==> src/rtl/wdu_pkg.sv <==
// Package: shared address map, sequence words and pending-bit positions
// for the two-word unlock watchdog. Assumes a 3-bit word address.
package wdu_pkg;

    localparam int ADDR_W = 3;

    typedef enum logic [ADDR_W-1:0] {
        A_REV   = 3'd0,
        A_CTRL  = 3'd1,
        A_COUNT = 3'd2,
        A_LOAD  = 3'd3,
        A_TRIG  = 3'd4,
        A_PEND  = 3'd5,
        A_ARM   = 3'd6
    } reg_addr_e;

    localparam logic [15:0] ARM_WORD1    = 16'hBBBB;
    localparam logic [15:0] ARM_WORD2    = 16'h4444;
    localparam logic [15:0] DISARM_WORD1 = 16'hAAAA;
    localparam logic [15:0] DISARM_WORD2 = 16'h5555;

    typedef enum logic [1:0] {
        SQ_IDLE   = 2'd0,
        SQ_ARMING = 2'd1,
        SQ_DISARM = 2'd2
    } seq_e;

    // Pending register bit positions (software decodes these)
    localparam int PB_CTRL = 0;
    localparam int PB_LOAD = 2;
    localparam int PB_TRIG = 3;
    localparam int PB_ARM  = 4;
    localparam int PEND_W  = 5;

endpackage

==> src/rtl/wdu_busy.sv <==
// Module: posted-write busy tracker for one register.
// Raises busy when an accepted write starts it and holds it for BUSY_TICKS
// slow ticks. Assumes start never arrives while busy (caller gates it).
module wdu_busy #(
    parameter int BUSY_TICKS = 2
) (
    input  logic clk,
    input  logic rst_n,
    input  logic tick,
    input  logic start,
    output logic busy
);
    localparam int CW = $clog2(BUSY_TICKS + 1);

    logic [CW-1:0] left_q;

    // Load the tick budget on start, count it down on each tick
    always_ff @(posedge clk) begin
        if (!rst_n) begin
            left_q <= '0;
        end else if (start) begin
            left_q <= CW'(BUSY_TICKS);
        end else if (tick && left_q != '0) begin
            left_q <= left_q - 1'b1;
        end
    end

    assign busy = (left_q != '0);
endmodule

==> src/rtl/wdu_unlock.sv <==
// Module: two-word arm/disarm sequence tracker.
// Each accepted write to the arm register steps the state. A wrong second
// word returns to idle and leaves the armed state as it was.
module wdu_unlock #(
    parameter int DATA_W = 32
) (
    input  logic              clk,
    input  logic              rst_n,
    input  logic              wr,
    input  logic [DATA_W-1:0] word,
    output logic              armed
);
    import wdu_pkg::*;

    seq_e st_q;

    // Step the sequence state and update the armed flag on a matching pair
    always_ff @(posedge clk) begin
        if (!rst_n) begin
            st_q  <= SQ_IDLE;
            armed <= 1'b0;
        end else if (wr) begin
            case (st_q)
                SQ_IDLE: begin
                    if (word == DATA_W'(ARM_WORD1))         st_q <= SQ_ARMING;
                    else if (word == DATA_W'(DISARM_WORD1)) st_q <= SQ_DISARM;
                end
                SQ_ARMING: begin
                    if (word == DATA_W'(ARM_WORD2)) armed <= 1'b1;
                    st_q <= SQ_IDLE;
                end
                SQ_DISARM: begin
                    if (word == DATA_W'(DISARM_WORD2)) armed <= 1'b0;
                    st_q <= SQ_IDLE;
                end
                default: st_q <= SQ_IDLE;
            endcase
        end
    end
endmodule

==> src/rtl/wdu_counter.sv <==
// Module: prescaled up-counter with overflow pulse.
// Advances on tick while armed, once every 2^ptv ticks when the prescaler
// is on. A reload request wins over counting and clears the prescaler.
module wdu_counter #(
    parameter int CNT_W = 32,
    parameter int PTV_W = 3
) (
    input  logic             clk,
    input  logic             rst_n,
    input  logic             tick,
    input  logic             armed,
    input  logic             pre_on,
    input  logic [PTV_W-1:0] ptv,
    input  logic             reload,
    input  logic [CNT_W-1:0] load_val,
    output logic [CNT_W-1:0] count,
    output logic             ovf
);
    localparam int PRE_W = (1 << PTV_W) - 1;

    logic [PRE_W-1:0] pre_q;
    logic [PRE_W-1:0] pre_lim;
    logic             step;

    // Prescaler limit: 2^ptv - 1 ticks between steps
    always_comb begin
        pre_lim = PRE_W'((1 << ptv) - 1);
        step    = !pre_on || (pre_q == pre_lim);
    end

    // Count, prescale and flag the wrap through all ones
    always_ff @(posedge clk) begin
        if (!rst_n) begin
            count <= '0;
            pre_q <= '0;
            ovf   <= 1'b0;
        end else begin
            ovf <= 1'b0;
            if (reload) begin
                count <= load_val;
                pre_q <= '0;
            end else if (tick && armed) begin
                if (step) begin
                    pre_q <= '0;
                    if (count == {CNT_W{1'b1}}) begin
                        count <= load_val;
                        ovf   <= 1'b1;
                    end else begin
                        count <= count + 1'b1;
                    end
                end else begin
                    pre_q <= pre_q + 1'b1;
                end
            end
        end
    end
endmodule

==> src/rtl/wdog_unlock_timer.sv <==
// Module: watchdog timer top level with register decode and read mux.
// Assumes tick is a one-cycle strobe in the clk domain. Posted writes take
// effect at once. Busy flags only pace software and drop writes.
module wdog_unlock_timer #(
    parameter int         DATA_W     = 32,
    parameter int         PTV_W      = 3,
    parameter int         BUSY_TICKS = 2,
    parameter logic [7:0] REV_CODE   = 8'h5A
) (
    input  logic                       clk,
    input  logic                       rst_n,
    input  logic                       tick,
    input  logic                       wr_en,
    input  logic                       rd_en,
    input  logic [wdu_pkg::ADDR_W-1:0] addr,
    input  logic [DATA_W-1:0]          wdata,
    output logic [DATA_W-1:0]          rdata,
    output logic                       rst_out
);
    import wdu_pkg::*;

    localparam int CTRL_W = PTV_W + 3;
    localparam int NBUSY  = 4;

    logic [CTRL_W-1:0]  ctrl_q;
    logic [DATA_W-1:0]  load_q;
    logic [DATA_W-1:0]  trig_last;
    logic [DATA_W-1:0]  count_q;
    logic               en_q;
    logic               trig_hit;
    logic [NBUSY-1:0]   busy;
    logic [NBUSY-1:0]   acc;
    logic [PEND_W-1:0]  pend_vec;
    reg_addr_e          sel;

    assign sel = reg_addr_e'(addr);

    // Accept a write only when its register is not busy
    always_comb begin
        acc[0] = wr_en && sel == A_CTRL && !busy[0];
        acc[1] = wr_en && sel == A_LOAD && !busy[1];
        acc[2] = wr_en && sel == A_TRIG && !busy[2];
        acc[3] = wr_en && sel == A_ARM  && !busy[3];
        trig_hit = acc[2] && (wdata != trig_last);
    end

    // One busy tracker per posted register
    for (genvar g = 0; g < NBUSY; g++) begin : g_busy
        wdu_busy #(.BUSY_TICKS(BUSY_TICKS)) busy_i (
            .clk   (clk),
            .rst_n (rst_n),
            .tick  (tick),
            .start (acc[g]),
            .busy  (busy[g])
        );
    end

    // Place busy flags at their pending-register bit positions
    always_comb begin
        pend_vec          = '0;
        pend_vec[PB_CTRL] = busy[0];
        pend_vec[PB_LOAD] = busy[1];
        pend_vec[PB_TRIG] = busy[2];
        pend_vec[PB_ARM]  = busy[3];
    end

    // Capture control, load and last trigger values
    always_ff @(posedge clk) begin
        if (!rst_n) begin
            ctrl_q    <= '0;
            load_q    <= '0;
            trig_last <= '0;
        end else begin
            if (acc[0]) ctrl_q    <= wdata[CTRL_W-1:0];
            if (acc[1]) load_q    <= wdata;
            if (acc[2]) trig_last <= wdata;
        end
    end

    wdu_unlock #(.DATA_W(DATA_W)) unlock_i (
        .clk   (clk),
        .rst_n (rst_n),
        .wr    (acc[3]),
        .word  (wdata),
        .armed (en_q)
    );

    wdu_counter #(.CNT_W(DATA_W), .PTV_W(PTV_W)) cnt_i (
        .clk      (clk),
        .rst_n    (rst_n),
        .tick     (tick),
        .armed    (en_q),
        .pre_on   (ctrl_q[PTV_W+2]),
        .ptv      (ctrl_q[PTV_W+1:2]),
        .reload   (trig_hit),
        .load_val (load_q),
        .count    (count_q),
        .ovf      (rst_out)
    );

    // Registered read mux
    always_ff @(posedge clk) begin
        if (!rst_n) begin
            rdata <= '0;
        end else if (rd_en) begin
            case (sel)
                A_REV:   rdata <= DATA_W'(REV_CODE);
                A_CTRL:  rdata <= DATA_W'(ctrl_q);
                A_COUNT: rdata <= count_q;
                A_LOAD:  rdata <= load_q;
                A_TRIG:  rdata <= trig_last;
                A_PEND:  rdata <= DATA_W'(pend_vec);
                default: rdata <= '0;
            endcase
        end
    end
endmodule

==> config.mk <==
export PLATFORM = sky130hd
export DESIGN_NAME = wdog_unlock_timer
export DESIGN_NICKNAME = d
export VERILOG_FILES = /design/src/rtl/wdu_pkg.sv /design/src/rtl/wdu_busy.sv /design/src/rtl/wdu_unlock.sv /design/src/rtl/wdu_counter.sv /design/src/rtl/wdog_unlock_timer.sv
export SDC_FILE = /design/constraint.sdc
export NUM_CORES = 1
export LEC_CHECK = 0
export BUFFER_PORTS_ARGS = -buffer_cell sky130_fd_sc_hd__buf_2
export CAP_MARGIN = 5
export CORE_MARGIN = 2
export CORE_UTILIZATION = 40
export DETAILED_ROUTE_END_ITERATION = 12
export PLACE_DENSITY = 0.59
export SLEW_MARGIN = 20
export SYNTH_ARGS = -nofsm -noshare
export SYNTH_HDL_FRONTEND = slang
export SYNTH_HIERARCHICAL = 1
export SYNTH_SLANG_ARGS = --single-unit
==> constraint.sdc <==
create_clock -name clk -period 3.16 [get_ports clk]
set_input_delay 0.632 -clock clk [delete_from_list [all_inputs] [get_ports clk]]
set_output_delay 0.632 -clock clk [all_outputs]
set_load 0.01 [all_outputs]
==> Flow_metrics.wiki, run 1 <==
{| class="wikitable"
! Metric !! Value
|-
| Result of the run || finished clean
|-
| Synth warnings || 6
|-
| Total length of routed wires || around 25 mm
|-
| HPWL after detailed placement || between 15 and 20 mm
|-
| Worst setup skew after layout || 0.01136 ns
|-
| Number of synthesized flops with an enable pin || 0
|-
| Number of max-slew violations in the final report || 0
|-
| Lkg Pwr || between 0.003 and 0.004 uW
|-
| Data arrival time of the critical path || 3.01 ns
|-
| DIE AREA || 21,390 um2
|-
| Number of antenna violations at the first check in global routing || 0
|-
| DRT iter0 DRCs || 648
|-
| Relative slew slack || 50.33%
|-
| H-tree level count || 4
|-
| Global-route usage over all layers || around a quarter
|-
| Share of synthesized area occupied by flip-flops and latches || ~38%
|-
| Crit. End Element || flop
|-
| Standard-cell row count || 52
|-
| TritonCTS clock tree || yes
|-
| NumNets Final || between 1,000 and 1,500
|-
| Sequential group share of total power || a little over two fifths
|-
| Switching component of the power || 1254 uW
|-
| Number of cells in the design after placement || ~1,300
|-
| Layout Area Growth over Synthesis || 14.67%
|-
| Flop and latch count out of synthesis || between 150 and 200
|-
| Fraction of layout instances using a drive strength above 1 || around 15%
|-
| Count of nets left with antenna violations after detail routing || 0
|-
| Number of buffers between clock root and the deepest sink || 2
|-
| Share of the core filled with cells in the final layout || 46.32%
|-
| Std-Cell Core Area || 20,040 um2
|-
| Num CTS Buffers || 17
|-
| Number of global-route vias before repair || about 7,000
|-
| Overall die height || around 150 um
|-
| Number of diodes || 0
|-
| Instance count of the mapped netlist || 1,011
|-
| Average routed wire per standard cell || approximately 19 um
|-
| Remaining routing DRC violations || 0
|-
| Initial Util || 40.39%
|-
| Hold buffer count at CTS || 0
|-
| Number of optimization iterations in the first detailed-route pass || 5
|-
| Post-CTS setup-driven buffer insertion count || 0
|-
| I/O pin total || 73
|-
| Data required time at the worst endpoint || roughly 3.5 ns
|-
| Final period util || around 85%
|-
| Worst hold-check path type || reg2reg
|-
| Global-route wire length before repair || 39.74 mm
|-
| Setup violations, final || 0
|-
| CTS clock-pin slew for the worst setup and hold paths || about 0.070 ns
|-
| Maximum net fanout on the critical path || 7
|-
| Final-report hold violation count || 0
|-
| Fmax achieved || ~370 MHz
|-
| Vias after detailed routing || roughly 7,600
|-
| Category of the critical setup timing path || reg2reg
|-
| Clk network pwr share || a little under half
|-
| Summed instance area of the synthesized netlist || roughly 8100 um2
|-
| Shortest clock period the worst path allows after layout || ~2.7 ns
|-
| Syn_nets || ~1,100
|-
| Slew at the pin with the worst max-slew slack || between 0.7 and 0.8 ns
|-
| Power per cell area || 499.1 nW/um2
|-
| Share of total power in combinational logic || 10.8%
|-
| Sum Neg Setup Slack || 0 ns
|-
| Die Width || 146.3 um
|-
| Number of gates given a new drive strength after cts || 0
|-
| Worst skew pair latency || about 0.43 ns
|-
| Mean area per synthesized cell || 8.006 um2
|-
| Count of non-filler cells in the finished layout || between 1,000 and 1,500
|-
| Largest voltage drop on the vdd net || about 380 uV
|-
| Filler instances || roughly 2,100
|-
| Residual overflow from global routing || 0
|-
| Net Sw Frac || between 20% and 30%
|-
| Max-cap check violation count || 0
|-
| Main flop type after synthesis || sky130_fd_sc_hd__dfxtp_1
|-
| Library cells used by synthesis || 75
|-
| Element type at the critical path start || flop
|-
| CTS sink cnt || between 150 and 200
|-
| Clock Tree Root || sky130_fd_sc_hd__clkbuf_16
|-
| Number of vias per cell after detailed routing || 5.631
|-
| Unrepaired setup endpoints after global routing || no
|-
| Share of flip-flops with an asynchronous set or reset after synthesis || 0%
|-
| Pin count of the biggest net entering global routing || 61
|-
| Placer Congestion || about 0.90
|-
| Port Buf Inserts || around 70
|-
| Internal power of the cells || between 3000 and 4000 uW
|}
[path summary, 6_finish.rpt]
path | from | endpoint | slack (ns) | cells after the start
setup / recovery | trig_last[3] | cnt_i/count[28] | 0.48 | 9
hold / removal | rdata[1] | rdata[1] | 0.48 | 1
setup reg to reg | trig_last[3] | cnt_i/count[28] | 0.48 | 9
hold reg to reg | rdata[1] | rdata[1] | 0.48 | 1
[worst max-delay path, cell delays in order, from the launching register on]
cell and delay [ns]:
sky130_fd_sc_hd__dfxtp_1 0.34, sky130_fd_sc_hd__xnor2_1 0.33, sky130_fd_sc_hd__nand4_1 0.13, sky130_fd_sc_hd__nor4_1 0.46, sky130_fd_sc_hd__a21oi_1 0.20, sky130_fd_sc_hd__inv_1 0.22, sky130_fd_sc_hd__nand2_1 0.11, sky130_fd_sc_hd__a311oi_1 0.46
sky130_fd_sc_hd__a32oi_1 0.18, sky130_fd_sc_hd__o32ai_1 0.14
[cells in the mapped netlist, types with 9 or more instances]
master                      instances  area share, %
sky130_fd_sc_hd__or3_1              9           0.70
sky130_fd_sc_hd__clkbuf_1          31            1.4
sky130_fd_sc_hd__a2bb2oi_1         26            2.8
sky130_fd_sc_hd__xnor2_1           41            4.4
sky130_fd_sc_hd__inv_1             28            1.3
sky130_fd_sc_hd__o22ai_1           10           0.77
sky130_fd_sc_hd__o21ai_0            9           0.56
sky130_fd_sc_hd__nand2_1          179            8.3
sky130_fd_sc_hd__nand4_1           17            1.3
sky130_fd_sc_hd__o21a_1            10           0.93
sky130_fd_sc_hd__nor4_1            15            1.2
sky130_fd_sc_hd__a21oi_1          126            7.8
sky130_fd_sc_hd__buf_2             19            1.2
sky130_fd_sc_hd__dfxtp_1          153             38
sky130_fd_sc_hd__nor3_1            19            1.2
sky130_fd_sc_hd__nor2_1            98            4.5
sky130_fd_sc_hd__nand3_1           18            1.1
sky130_fd_sc_hd__mux2i_1           41            5.1
sky130_fd_sc_hd__o21ai_1           15           0.93
[flip-flops by register name (all words and copies together), names as in the netlist]
signal,flops
ctrl_q,6
trig_last,32
unlock_i/armed,1
cnt_i/count,32
load_q,32
cnt_i/ovf,1
rdata,32
unlock_i/st_q,2
g_busy.busy_i/left_q,8
cnt_i/pre_q,7
[kinds of logic after synthesis]
| kind of cell | Yosys count | synth area share [%] |
|---|---|---|
| simple gates | 425 | 26.79 |
| compound gates | 245 | 18.70 |
| flops | 153 | 37.84 |
| buf+inv | 92 | 5.271 |
| xor+xnor | 46 | 4.978 |
| mux | 44 | 5.488 |
| fa+ha+maj | 6 | 0.9275 |
[cells in the final DEF, fill, tap and decap left out, drive strengths merged, types with 7 or more instances in the layout]
cell type,instances
nand2,180
dfxtp,153
a21oi,126
nor2,99
buf,95
xnor2,41
mux2i,41
inv,37
a2bb2oi,26
o21ai,24
nor3,21
nand3,19
nand4,19
nor4,19
clkbuf,18
o22ai,10
o21a,10
or3,10
nor2b,8
o211ai,7
nor3b,7
[power groups by stage]
stage	Clock, uW	Combinational [uW]	Sequential (uW)
2_1_floorplan	0	341	2060
3_3_place_gp	0	495	2070
3_5_place_dp	0	500	2070
4_1_cts	2130	501	2030
5_1_grt	2200	548	2040
6_report	2100	502	2030
[layout make-up]
type / count / area, um2 / share of cell area [%]
clock buffer: 18 / 439.2 / 4.732
clock inverter: 14 / 160.2 / 1.726
inverter: 32 / 125.1 / 1.348
multi-input combinational: 766 / 4611 / 49.68
sequential: 153 / 3063 / 33.00
tap: 270 / 337.8 / 3.640
timing repair buffer: 95 / 545.5 / 5.878
[metal layers]
layer | wire [um] | share of wire (%) | vias to the layer above | global-route usage (%)
li1 | - | - | 3676 | -
met1 | 12160 | 48 | 3625 | 34.62
met2 | 10850 | 43 | 254 | 34.13
met3 | 1482 | 5.9 | 36 | 4.719
met4 | 646 | 2.6 | 0 | 7.913
met5 | 0 | 0 | - | 0
[stage by stage]
stage	setup slack, ns	area [um2]	total power [uW]	hold slack (ns)
finish	0.4801	9281	4632	0.4768
global route	0.3094	9281	4789	0.4912
CTS	0.5611	9281	4656	0.4713
global placement	0.1309	8682	2568	0.4601
detailed placement	0.1391	8682	2572	0.4646
floorplan	0.4043	8094	2401	0.4444
No activity file was read; power rests on OpenSTA's default activity.
==> inputs of run 2 (changes only) <==
- clock period: 3.16 -> 2.5 ns (I/O delays scaled with it)
==> run 2 against run 1 <==
Worst setup slack got worse by 0.26 ns; highest routed layer unchanged; fmax is 17% higher; critical path depth is 2 lower; clock power rose by 22%; total power rose by 26%; critical endpoint is now cnt_i/count[27]; register-to-register slack worse by 0.26 ns; clock skew grew 0.0032 ns; via count up 3.8%; combinational power increased by 44%.
==> Flow_metrics.wiki, run 2 (synthesis results as in run 1) <==
{| class="wikitable"
! Metric !! Value
|-
| Result of the run || finished clean
|-
| Hold buffer count at CTS || 0 (unchanged)
|-
| Number of optimization iterations in the first detailed-route pass || 5 (unchanged)
|-
| Fraction of layout instances using a drive strength above 1 || 20.89% (+6.0 points)
|-
| Average routed wire per standard cell || 18.43 um (-1.2%)
|-
| Number of vias per cell after detailed routing || 5.553 (-1.4%)
|-
| H-tree level count || 4 (unchanged)
|-
| Data required time at the worst endpoint || 2.86 ns (-0.63 ns)
|-
| Switching component of the power || 1706 uW (+36%)
|-
| Internal power of the cells || 4142 uW (+23%)
|-
| Standard-cell row count || 52 (unchanged)
|-
| Fmax achieved || 438.0 MHz (+17%)
|-
| Placer Congestion || 0.9137 (+1.3%)
|-
| Number of cells on the worst reg-to-reg path || 7 (-2)
|-
| Global-route wire length before repair || 41.45 mm (+4.3%)
|-
| Total length of routed wires || 26.15 mm (+4.0%)
|-
| Element type at the critical path start || flop
|-
| Final-report hold violation count || 0 (unchanged)
|-
| Setup violations, final || 0 (unchanged)
|-
| Sequential group share of total power || 43.8% (about the same)
|-
| Number of diodes || 0 (unchanged)
|-
| Timing startpoint of the critical path || cnt_i/count[9]
|-
| Crit. End Element || flop
|-
| Global-route usage over all layers || 24.68% (+1.2 points)
|-
| CTS sink cnt || 153 (unchanged)
|-
| Remaining routing DRC violations || 0 (unchanged)
|-
| Number of global-route vias before repair || 7,323 (+4.8%)
|-
| Num CTS Buffers || 17 (unchanged)
|-
| Count of nets left with antenna violations after detail routing || 0 (unchanged)
|-
| Net Sw Frac || 29.17% (+2.1 points)
|-
| Initial Util || 40.39% (unchanged)
|-
| Residual overflow from global routing || 0 (unchanged)
|-
| NumNets Final || 1,182 (+6.4%)
|-
| Beginning of the worst register-to-register path || cnt_i/count[9]
|-
| Die Width || 146.3 um (unchanged)
|-
| Data arrival time of the critical path || 2.65 ns (-0.36 ns)
|-
| Critical-path cell list || nand4_4, nor4_4, nand4bb_2, or3_1, nor3_2, a21oi_1, o22ai_1
|-
| Largest voltage drop on the vdd net || 493.7 uV (+31%)
|-
| Clk network pwr share || 43.8% (-1.5 points)
|-
| Power per cell area || 592.2 nW/um2 (+19%)
|-
| Number of buffers between clock root and the deepest sink || 2 (unchanged)
|-
| Unrepaired setup endpoints after global routing || no
|-
| Overall die height || 146.3 um (unchanged)
|-
| Filler instances || 2,032 (-1.6%)
|-
| TritonCTS clock tree || yes
|-
| Std-Cell Core Area || 20,040 um2 (unchanged)
|-
| Lkg Pwr || 0.003710 uW (+12%)
|-
| DRT iter0 DRCs || 657 (+1.4%)
|-
| Port Buf Inserts || 72 (unchanged)
|-
| DIE AREA || 21,390 um2 (unchanged)
|-
| Maximum net fanout on the critical path || 7 (unchanged)
|-
| End of the worst register-to-register path || cnt_i/count[27]
|-
| Vias after detailed routing || 7,879 (+3.8%)
|-
| Clock Tree Root || sky130_fd_sc_hd__clkbuf_16
|-
| Number of antenna violations at the first check in global routing || 0 (unchanged)
|-
| Final Instance Area || 9874 um2 (+6.4%)
|-
| Most common library cell in the layout ignoring fill and taps || sky130_fd_sc_hd__nand2_1
|-
| Category of the critical setup timing path || reg2reg
|-
| Max-cap check violation count || 0 (unchanged)
|-
| HPWL after detailed placement || 19.13 mm (+6.1%)
|-
| Design Power || 5848 uW (+26%)
|-
| Reg-to-reg setup timing slack || 0.22 ns (-0.26 ns)
|-
| Relative slew slack || 61.10% (+11 points)
|-
| Pin count of the biggest net entering global routing || 65 (+6.6%)
|-
| Worst skew pair latency || 0.44 ns (about the same)
|-
| CTS clock-pin slew for the worst setup and hold paths || 0.07 ns (about the same)
|-
| Worst setup path endpoint || cnt_i/count[27]
|-
| DP Area || 9256 um2 (+6.6%)
|-
| Layout Area Growth over Synthesis || 22.00%
|-
| Shortest clock period the worst path allows after layout || 2.283 ns (-0.3969 ns)
|-
| I/O pin total || 73 (unchanged)
|-
| Number of max-slew violations in the final report || 0 (unchanged)
|-
| Worst setup skew after layout || 0.01459 ns (+0.003232 ns)
|-
| Final period util || 91.32% (+6.5 points)
|-
| Most frequent cells in the layout || sky130_fd_sc_hd__nand2_1, sky130_fd_sc_hd__dfxtp_1, sky130_fd_sc_hd__a21oi_1, sky130_fd_sc_hd__nor2_1, sky130_fd_sc_hd__buf_4
|-
| Slowest Stage Delay on Critical Path || 0.51 ns (+0.05 ns)
|-
| Slew at the pin with the worst max-slew slack || 0.5782 ns (-0.1657 ns)
|-
| Crit-path slowest cell || sky130_fd_sc_hd__dfxtp_1
|-
| Share of total power in combinational logic || 12.4% (+1.6 points)
|-
| Worst hold-check path type || in2reg
|}
-- run 2: changes by cell type in the layout (fill, tap and decap cells not counted), moves of 3 or more --
cell	before	now
sky130_fd_sc_hd__xnor2_1	41	38
sky130_fd_sc_hd__buf_12	1	4
sky130_fd_sc_hd__buf_4	22	90
sky130_fd_sc_hd__inv_6	6	3
sky130_fd_sc_hd__inv_8	0	8
sky130_fd_sc_hd__xnor2_2	0	3
-- run 2: critical path: cells and delay by family, from the launching register on --
kind               cells  cell delay (ns)
DFF                    1             0.51
and+or+nand+nor        5             1.51
AOI/OAI and AO/OA      2             0.19
-- run 2: metrics by stage --
step / hold slack (ns) / util [%] / setup TNS, ns / setup WS (ns) / instances
after floorplan: 0.4444 / - / 0 / 0.01903 / 1011
after global placement: 0.4587 / 46.19 / -7.166 / -0.2739 / 1387
final: 0.3622 / 49.28 / 0 / 0.2170 / 1419
after detailed placement: 0.4658 / 46.19 / -8.965 / -0.3280 / 1387
after global routing: 0.3653 / 49.28 / 0 / 0.04531 / 1419
after CTS: 0.3433 / 49.08 / 0 / 0.04969 / 1419
-- run 2: repair_timing --
| action | 4_1_cts | 5_1_grt |
|---|---|---|
| pin swaps | 0 | 1 |
| gates resized for setup | 1 | 7 |
| setup endpoints to repair | 8 | 28 |
| buffers inserted | 0 | 0 |
-- run 2: layout make-up --
class | count | area (um2) | share of cell area (%)
flip-flops and latches | 153 | 3064 | 31.03
inverters | 32 | 125.1 | 1.267
clock buffers | 17 | 425.4 | 4.308
well taps | 270 | 337.8 | 3.421
repair buffers | 166 | 1116 | 11.30
clock inverters | 15 | 147.6 | 1.495
multi-input cells | 766 | 4658 | 47.17
-- run 2: power groups by stage --
stage / registers [uW] / logic [uW] / clock network (uW)
floorplan: 2600 / 431 / 0
global placement: 2620 / 706 / 0
detailed placement: 2620 / 714 / 0
CTS: 2560 / 717 / 2600
global route: 2570 / 790 / 2690
finish: 2560 / 724 / 2560
-- run 2: metal layers --
metal,routed length [um],track usage (%),vias up
met4,731,10.15,0
met1,12220,35.23,3755
li1,-,-,3812
met2,11590,36.60,273
met5,0,0,-
met3,1603,4.656,39
-- run 2: worst min path at each step --
stage	from	to	slack, ns	cells after the start
final	wdata[25]	trig_last[25]	0.36	3
after global routing	wdata[25]	trig_last[25]	0.37	3
after CTS	wdata[25]	trig_last[25]	0.34	3
after detailed placement	rdata[1]	rdata[1]	0.47	1
after global placement	rdata[1]	rdata[1]	0.46	1
after floorplan	load_q[23]	load_q[23]	0.44	2
